## config.mk

```make
export PLATFORM = sky130hd
export DESIGN_NAME = icp_sequencer
export DESIGN_NICKNAME = d
export VERILOG_FILES = /design/src/rtl/icp_pkg.sv /design/src/rtl/icp_sequencer.sv
export SDC_FILE = /design/constraint.sdc
export NUM_CORES = 1
export LEC_CHECK = 0
export BUFFER_PORTS_ARGS = -buffer_cell sky130_fd_sc_hd__buf_2
export CAP_MARGIN = 5
export CELL_PAD_IN_SITES_DETAIL_PLACEMENT = 0
export CELL_PAD_IN_SITES_GLOBAL_PLACEMENT = 1
export CORE_MARGIN = 3
export CORE_UTILIZATION = 25
export DETAILED_ROUTE_END_ITERATION = 10
export GPL_ROUTABILITY_DRIVEN = 1
export PLACE_DENSITY_LB_ADDON = 0.1
export SYNTH_ARGS = -nofsm -noshare
export SYNTH_HDL_FRONTEND = slang
export SYNTH_SLANG_ARGS = --single-unit
```

## constraint.sdc

```tcl
create_clock -name clk -period 1.7 [get_ports clk]
set_input_delay 0.17 -clock clk [delete_from_list [all_inputs] [get_ports clk]]
set_output_delay 0.17 -clock clk [all_outputs]
set_load 0.02 [all_outputs]
```

## src/rtl/icp_pkg.sv

```systemverilog
package icp_pkg;
  localparam int VLD_BIT      = 29;
  localparam int VLD_PROT_BIT = 27;
  localparam int LO_P0_BIT    = 10;
  localparam int LO_P1_BIT    = 11;
  localparam int LO_SPLIT     = 24;
  localparam int PD_PAR_BIT   = 16;
  localparam int PD_LSB       = 8;
  localparam int IA_PAR_LSB   = 4;
  localparam int IB_PAR_LSB   = 0;

  typedef enum logic [1:0] {SQ_IDLE, SQ_TAG, SQ_DATA} sq_state_e;

  // parity of the lower tag segment, the two stored parity bits excluded
  function automatic logic lo_low_par(input logic [63:0] lo);
    logic [LO_SPLIT-1:0] f;
    f = lo[LO_SPLIT-1:0];
    f[LO_P1_BIT] = 1'b0;
    f[LO_P0_BIT] = 1'b0;
    return ^f;
  endfunction

  function automatic logic lo_high_par(input logic [63:0] lo);
    return ^lo[63:LO_SPLIT];
  endfunction

  // even parity per byte, most significant byte in bit 3
  function automatic logic [3:0] byte_par4(input logic [31:0] w);
    logic [3:0] r;
    for (int i = 0; i < 4; i++) r[i] = ^w[8*i +: 8];
    return r;
  endfunction

  function automatic logic pd_par(input logic [7:0] p);
    return ^p;
  endfunction
endpackage

```

## src/rtl/icp_sequencer.sv

```systemverilog
module icp_sequencer
  import icp_pkg::*;
#(
  parameter int WAYS       = 4,
  parameter int BEATS      = 4,
  parameter int ADDR_W     = 15,
  parameter int WAY_SHIFT  = 13,
  parameter int BEAT_SHIFT = 3
) (
  input  logic              clk,
  input  logic              rst,
  input  logic              start,
  input  logic              data_chk,
  input  logic [ADDR_W-1:0] line_idx,
  output logic              busy,
  output logic              rd_valid,
  output logic              rd_is_data,
  output logic [ADDR_W-1:0] rd_addr,
  output logic              start_fire,
  output logic              tag_step,
  output logic              data_step,
  output logic              data_mode,
  output logic              done
);
  localparam int WAY_W  = (WAYS  > 1) ? $clog2(WAYS)  : 1;
  localparam int BEAT_W = (BEATS > 1) ? $clog2(BEATS) : 1;
  localparam logic [WAY_W-1:0]  LAST_WAY  = WAY_W'(WAYS - 1);
  localparam logic [BEAT_W-1:0] LAST_BEAT = BEAT_W'(BEATS - 1);

  sq_state_e         st_q;
  logic [WAY_W-1:0]  way_q;
  logic [BEAT_W-1:0] beat_q;
  logic              mode_q;
  logic              done_q;
  logic              last_step;

  assign busy       = st_q != SQ_IDLE;
  assign start_fire = start && st_q == SQ_IDLE;
  assign tag_step   = st_q == SQ_TAG;
  assign data_step  = st_q == SQ_DATA;
  assign rd_valid   = tag_step | data_step;
  assign rd_is_data = data_step;
  assign data_mode  = mode_q;
  assign done       = done_q;

  assign last_step = (tag_step && !mode_q && way_q == LAST_WAY) ||
                     (data_step && beat_q == LAST_BEAT && way_q == LAST_WAY);

  always_comb begin
    rd_addr = (ADDR_W'(way_q) << WAY_SHIFT) | line_idx;
    if (data_step) rd_addr = rd_addr | (ADDR_W'(beat_q) << BEAT_SHIFT);
  end

  always_ff @(posedge clk) begin
    if (rst) begin
      st_q   <= SQ_IDLE;
      way_q  <= '0;
      beat_q <= '0;
      mode_q <= 1'b0;
      done_q <= 1'b0;
    end else begin
      done_q <= last_step;
      unique case (st_q)
        SQ_IDLE: if (start) begin
          st_q   <= SQ_TAG;
          way_q  <= '0;
          beat_q <= '0;
          mode_q <= data_chk;
        end
        SQ_TAG: begin
          if (mode_q) begin
            st_q   <= SQ_DATA;
            beat_q <= '0;
          end else if (way_q == LAST_WAY) begin
            st_q <= SQ_IDLE;
          end else begin
            way_q <= way_q + 1'b1;
          end
        end
        SQ_DATA: begin
          if (beat_q == LAST_BEAT) begin
            beat_q <= '0;
            if (way_q == LAST_WAY) begin
              st_q <= SQ_IDLE;
            end else begin
              way_q <= way_q + 1'b1;
              st_q  <= SQ_TAG;
            end
          end else begin
            beat_q <= beat_q + 1'b1;
          end
        end
        default: st_q <= SQ_IDLE;
      endcase
    end
  end

  // completion is a single-cycle pulse
  p_done_pulse_r11: assert property (@(posedge clk) disable iff (rst)
    done |=> !done);

  // beats are only read in a sweep launched with data checking
  p_beats_need_mode_r10: assert property (@(posedge clk) disable iff (rst)
    rd_is_data |-> data_mode);

  // in data mode the tag read of a way is followed by its first beat
  p_tag_then_beat0_r9: assert property (@(posedge clk) disable iff (rst)
    (tag_step && data_mode) |=> (data_step && beat_q == '0));

  // a start seen while busy does not restart the walk
  p_busy_start_ignored_r12: assert property (@(posedge clk) disable iff (rst)
    (busy && start && !last_step) |=> busy);
endmodule

```

==> results of run 1 <==
[worst reg2reg max path, stage by stage (launching register included)]
cell,delay [ns]
dfxtp_2,0.35
inv_1,0.08
ha_4,0.22
a221oi_2,0.27
nand3_2,0.11
or3b_1,0.40
a21oi_2,0.11
[kinds of logic after synthesis]
group | after synthesis | share of synthesized area [%]
multiplexers | 3 | 4.82
AND/OR/NAND/NOR | 24 | 23.1
buffers and inverters | 17 | 17.5
flip-flops | 8 | 25.7
adder cells (fa/ha/maj) | 8 | 16.1
AO/OA/AOI/OAI | 11 | 12.9
[cell type report]
class	instances	area [um^2]	area share, %
inverters	4	15.0	2.02
flip-flops and latches	8	161	21.7
well taps	28	35.0	4.71
multi-input cells	46	369	49.7
clock buffers	3	22.5	3.03
repair buffers	25	140	18.9
[flip-flops by register name (all words and copies together) (netlist names)]
name       cells
beat_q         2
st_q           2
way_q          2
data_mode      1
done           1
[placed cells by master (no fill, tap or decap), drive strengths merged]
| cell | synthesis | final |
|---|---|---|
| and2 | 1 | 1 |
| inv | 4 | 4 |
| buf | 13 | 25 |
| a21o | 2 | 2 |
| nand2 | 4 | 4 |
| nand3 | 2 | 2 |
| o311ai | 1 | 1 |
| a21oi | 6 | 6 |
| dfxtp | 8 | 8 |
| mux2i | 3 | 3 |
| nor2b | 1 | 1 |
| or2b | 2 | 2 |
| and2b | 1 | 1 |
| or3b | 1 | 1 |
| nand2b | 2 | 2 |
| nand4 | 1 | 1 |
| nor3 | 1 | 1 |
| clkbuf | 0 | 3 |
| or2 | 3 | 3 |
| o211ai | 1 | 1 |
| nor3b | 1 | 1 |
| a221oi | 1 | 1 |
| nor2 | 4 | 4 |
| ha | 8 | 8 |
[Yosys cell counts (all sizes together)]
cell type  instances
nor3               1
or3b               1
nand3              2
nand2              4
nor2               4
nand4              1
and2               1
inv                4
nor3b              1
nand2b             2
o311ai             1
o211ai             1
mux2i              3
and2b              1
or2                3
nor2b              1
a21o               2
ha                 8
a221oi             1
buf               13
or2b               2
dfxtp              8
a21oi              6
[power by group through the flow]
stage | clock [mW] | combinational [mW] | sequential [mW]
2_1_floorplan | 0 | 0.235 | 0.222
4_1_cts | 0.162 | 0.300 | 0.215
3_3_place_gp | 0 | 0.300 | 0.220
5_1_grt | 0.171 | 0.340 | 0.218
6_report | 0.152 | 0.302 | 0.216
3_5_place_dp | 0 | 0.296 | 0.219
[worst paths after layout]
kind,end,startpoint,slack (ns)
setup / recovery,way_q[0],st_q[1],0.09
hold / removal,data_mode,data_chk,0.15
setup reg to reg,way_q[0],st_q[1],0.09
hold reg to reg,st_q[1],st_q[1],0.47
[what timing repair did]
action | CTS | global route
endpoints found under the setup margin | 0 | 2
buffers inserted | 0 | 1
endpoints found under the hold margin | 0 | 0
gates resized for setup | 0 | 3
[metal layers]
layer | part of all wire, % | track usage, %
met3 | 7.3 | 2.55
met1 | 47 | 12.7
met4 | 0.74 | 5.42
met5 | 0 | 0
met2 | 45 | 13.5
[through the flow]
stage,TNS (ns),power (mW),setup slack [ns]
final,0,0.670,0.0896
after CTS,0,0.677,0.00963
after detailed placement,0,0.516,0.0335
after global placement,0,0.520,0.0555
after global routing,-0.00719,0.730,-0.00719
after floorplan,0,0.457,0.0127
==> impl_metrics.tcl, run 1 <==
set metrics [dict create \
    drtIter0Drc 12 \
    area_growth_pct 19.3 \
    yosysTopAreaCellShare_pct 25.7 \
    dp_hpwl_mm 1.07 \
    fillers 257 \
    holdWs_ns 0.154 \
    seq_area_frac_synth_pct 25.7 \
    crit_cells 6 \
    hold_buffers 0 \
    crit_type "flip-flop to flip-flop" \
    tightestPinTransition_ns 0.410 \
    synth_warnings 0 \
    path_max_fanout 4 \
    max_stage_delay_ns 0.40 \
    crit_path_start_kind "flip-flop" \
    antenna_cells 0 \
    p_leak_nw 0.377 \
    status "finished clean" \
    io_buffers 19 \
    worstPathRequired_ns 1.89 \
    syn_area_per_cell_um2 8.78 \
    maxSlewHeadroom_pct 72.3 \
    worstSkewPairLatency_ns 0.26 \
    synthCells 71 \
    clk_pin_slew_worst_paths_ns 0.06 \
    numCtsBuffers 3 \
    die_w_um 55.9 \
    wl_mm 1.34 \
    seqPwrFrac_pct 32.2 \
    power_density_mw_per_mm2 902 \
    clockBufferDepth 2 \
    grt.total_usage_pct 9.49 \
    pwr-share-comb_pct 45.1 \
    switching_power_mw 0.246 \
    drc 0 \
    place_inst 110 \
    overflow 0 \
    dpl_cell_area_um2 709 \
    antenna_found_initial 0 \
    die_area_mm2 0.00313 \
    final_area_um2 743 \
    finalHoldViolCount 0 \
    path_cells "inv_1 > ha_4 > a221oi_2 > nand3_2 > or3b_1 > a21oi_2" \
    drive_above_1_share_pct 44.2 \
    synthesis.area_um2 623 \
    ir_drop_v 0.000293 \
    vias 500 \
    postRouteAntennaNets 0 \
    setup_viol 0 \
    synth_seq_cells 8 \
    power_frac_clock_pct 22.7 \
    fin_util_pct 32.4 \
    internal_power_mw 0.424 \
    synth_area_leaders "dfxtp_1 (26%), ha_1 (16%), buf_4 (14%), mux2i_1 (4.8%), a21oi_1 (4.0%)" \
    worst-path-buf-inv 1 \
    post_drt_wl_per_cell_um 11.8 \
    maxCapViolCount 0 \
    coreArea_mm2 0.00230 \
    finalMaxSlewViolations 0 \
    final_nets 115 \
    period_share_pct 94.7 \
    htree_levels 1 \
    synth_area_leader_cell "dfxtp_1" \
    io_pins 42 \
    start_util_pct 27.1 \
    slowest_stage "or3b_1" \
    cp_top_family "simple AND/OR/NAND/NOR gates" \
    grt_max_degree 9 \
    fp-row-count 17 \
    grt_pass1_wl_mm 2.30 \
    endpoint_kind "flip-flop" \
    p_sw_share_pct 36.7 \
    worst_ep_arrival_time_ns 1.80 \
    clock_sinks 8 \
    drt_first_pass_iters 2 \
    drt-vias-per-instance 4.39 \
    final_cells 114 \
    fmax_mhz 621 \
    synthesis.nets 98 \
    dieHeight_um 55.9 \
    ys_types 27 \
    cts_root_buf "clkbuf_4" \
    cts_tree "yes" \
    grt_pass1_vias 500 \
    hold_path_class "input pin to flip-flop" \
    layout_min_cycle_time_ns 1.61 \
    routabilityCongestion 0.732 \
    final.setup_skew_ns 0.00620 \
    hold_path_depth 3 \
    reg2regPathDepth 6 \
]
Note: power is estimated with default switching activity, not from simulation.
==> run 2: changes to the inputs <==
ABC_AREA = 1   (was not set)
CORE_ASPECT_RATIO = 0.5   (was not set)
CORE_UTILIZATION = 24   (was 25)
==> run 2 against run 1 <==
  * Register-to-register slack improved by 0.12 ns
  * Largest power group unchanged
  * Clock skew is 0.0032 ns lower
  * Via count up 16%
  * Clock power grew 53%
  * Utilization decreased by 1.2 points
==> impl_metrics.tcl, run 2 <==
set metrics [dict create \
    finalHoldViolCount 0 \
    power_frac_clock_pct 15.9 \
    final.setup_skew_ns 0.00299 \
    drtIter0Drc 47 \
    synthTopCellsByCount "nand2_1 (24), inv_1 (14), nor2_1 (13)" \
    cts_resized 0 \
    finalMaxSlewViolations 0 \
    io_pins 42 \
    tns_ns 0 \
    cp_common_cell "inv_1" \
    clock_sinks 8 \
    async_flop_share_pct 0 \
    synth_warnings 0 \
    wl_mm 1.62 \
    path_cells "inv_1 > ha_1 > nand2_1 > inv_1 > buf_2" \
    reg2reg_setup_slack_ns 0.21 \
    grt.total_usage_pct 10.2 \
    fp-row-count 12 \
    clk_pin_slew_worst_paths_ns 0.04 \
    antenna_cells 0 \
    dp_hpwl_mm 1.32 \
    worstPathRequired_ns 1.53 \
    overflow 0 \
    worstSkewPairLatency_ns 0.23 \
    yosysTopAreaCellShare_pct 24.2 \
    dieHeight_um 43.2 \
    ir_drop_v 0.000626 \
    reg2regPathDepth 9 \
    maxCapViolCount 0 \
    place_inst 140 \
    hold_path_class "input pin to flip-flop" \
    synth_seq_cells 8 \
    hold_buffers 0 \
    grt_max_degree 8 \
    holdWs_ns 0.112 \
    synth_area_leaders "dfxtp_1 (24%), ha_1 (15%), buf_4 (14%), nand2_1 (14%), inv_1 (7.9%)" \
    final_nets 137 \
    internal_power_mw 0.728 \
    worst-path-buf-inv 3 \
    path_max_fanout 5 \
    pwr-share-comb_pct 62.4 \
    htree_levels 1 \
    synth_area_leader_cell "dfxtp_1" \
    die_area_mm2 0.00347 \
    p_leak_nw 0.426 \
    crit_type "flip-flop to output port" \
    drt-vias-per-instance 4.06 \
    synthesis.area_um2 663 \
    switching_power_mw 0.730 \
    power_density_mw_per_mm2 1940 \
    die_w_um 80.3 \
    worst_ep_arrival_time_ns 1.34 \
    grt_pass1_vias 555 \
    drive_above_1_share_pct 26.9 \
    synthesis.nets 125 \
    syn_area_per_cell_um2 6.77 \
    fillers 269 \
    holdPathEnd "beat_q[1]" \
    final_cells 143 \
    routabilityCongestion 0.796 \
    r2r-end "way_q[0]" \
    power.total_mw 1.46 \
    cts_tree "yes" \
    cp_top_family "flip-flops" \
    crit_path_start_kind "flip-flop" \
    status "finished clean" \
    drt_first_pass_iters 4 \
    seq_area_frac_synth_pct 24.2 \
    fmax_mhz 661 \
    vias 580 \
    numCtsBuffers 3 \
    ys.flop_type "dfxtp_1" \
    postRouteAntennaNets 0 \
    start_util_pct 27.4 \
    final_common_cell "nand2_1" \
    coreArea_mm2 0.00242 \
    synth_edf_count 0 \
    max_stage_delay_ns 0.34 \
    drc 0 \
    slowest_stage "dfxtp_1" \
    post_drt_wl_per_cell_um 11.3 \
    timing.rr.start "st_q[1]" \
    hold_path_depth 2 \
    endpoint_kind "output port" \
    reg.largest.list "beat_q (2), st_q (2), way_q (2)" \
    tightestPinTransition_ns 0.259 \
    p_sw_share_pct 50.1 \
    seqPwrFrac_pct 21.7 \
    area_growth_pct 13.6 \
    post-cts-setup-buffer-count 0 \
    cts_root_buf "clkbuf_8" \
    synth.most_common_cell "nand2_1" \
    io_buffers 19 \
    synthCells 98 \
    rsz0062_at_grt "false" \
    period_share_pct 88.9 \
    maxSlewHeadroom_pct 82.7 \
    clockBufferDepth 2 \
    setup_viol 0 \
    grt_pass1_wl_mm 2.65 \
    layout_min_cycle_time_ns 1.51 \
    mostFrequentLayoutCells "nand2_1 (24), buf_2 (19), inv_1 (14)" \
    fin_util_pct 31.2 \
    ys_types 16 \
    antenna_found_initial 0 \
    hp-start "rst" \
]
[run 2: cell count changes after synthesis, moves of 2 or more]
cell      change
o21bai_1      +3
a21o_1        -2
nor2_1        +9
mux2i_1       -3
inv_1        +10
nor2_2        +2
nand2_1      +20
nand2b_1      -2
nand3_1       +2
or2b_1        -2
[run 2: stage by stage]
stage | setup WS [ns] | instance area, um^2
floorplan | 0.303 | 663
global placement | 0.231 | 712
detailed placement | 0.234 | 712
CTS | 0.178 | 753
global route | 0.0708 | 753
finish | 0.188 | 753
[run 2: logic make-up (layout without fill, tap and decap cells)]
group | Yosys count | after routing | synth area share, %
flops | 8 | 8 | 24.2
compound gates | 9 | 9 | 9.62
fa+ha+maj | 8 | 8 | 15.1
buf+inv | 27 | 37 | 22.1
simple gates | 46 | 46 | 29.1
[run 2: worst register-to-register path: stages (launching register included)]
cell and delay, ns:
dfxtp_1 0.38, inv_1 0.10, ha_1 0.35, nand2_1 0.10, nand2_1 0.07, nor2_2 0.12, nand2_1 0.11, nand2_1 0.08
nand2_1 0.04, nor2_1 0.08
[run 2: layout make-up]
class | instances | area [um^2] | share of cell area (%)
Tap cell | 35 | 43.8 | 5.81
Multi-Input combinational cell | 63 | 357 | 47.3
Clock buffer | 3 | 41.3 | 5.48
Sequential cell | 8 | 160 | 21.3
Inverter | 15 | 56.3 | 7.48
Timing Repair Buffer | 19 | 95.1 | 12.6
[run 2: per-layer routing]
metal  wire length, um  GRT usage [%]
met1               858           15.3
met2               560           11.8
met3               160           4.87
met4                38           3.37
met5                 0              0
[run 2: power groups by stage]
stage               combinational [mW]  sequential [mW]  clock [mW]
floorplan                        0.729            0.313           0
global route                      1.04            0.328       0.244
global placement                 0.912            0.316           0
CTS                              0.914            0.316       0.241
finish                           0.910            0.316       0.232
detailed placement               0.903            0.320           0
[run 2: how the worst max path moves through the flow]
stage	endpoint	slack (ns)	cells after the start	from
floorplan	way_q[0]	0.30	8	st_q[0]
global placement	way_q[0]	0.23	8	st_q[1]
detailed placement	way_q[0]	0.23	9	st_q[0]
CTS	start_fire	0.18	5	st_q[1]
global route	way_q[0]	0.07	8	st_q[0]
finish	start_fire	0.19	5	st_q[1]
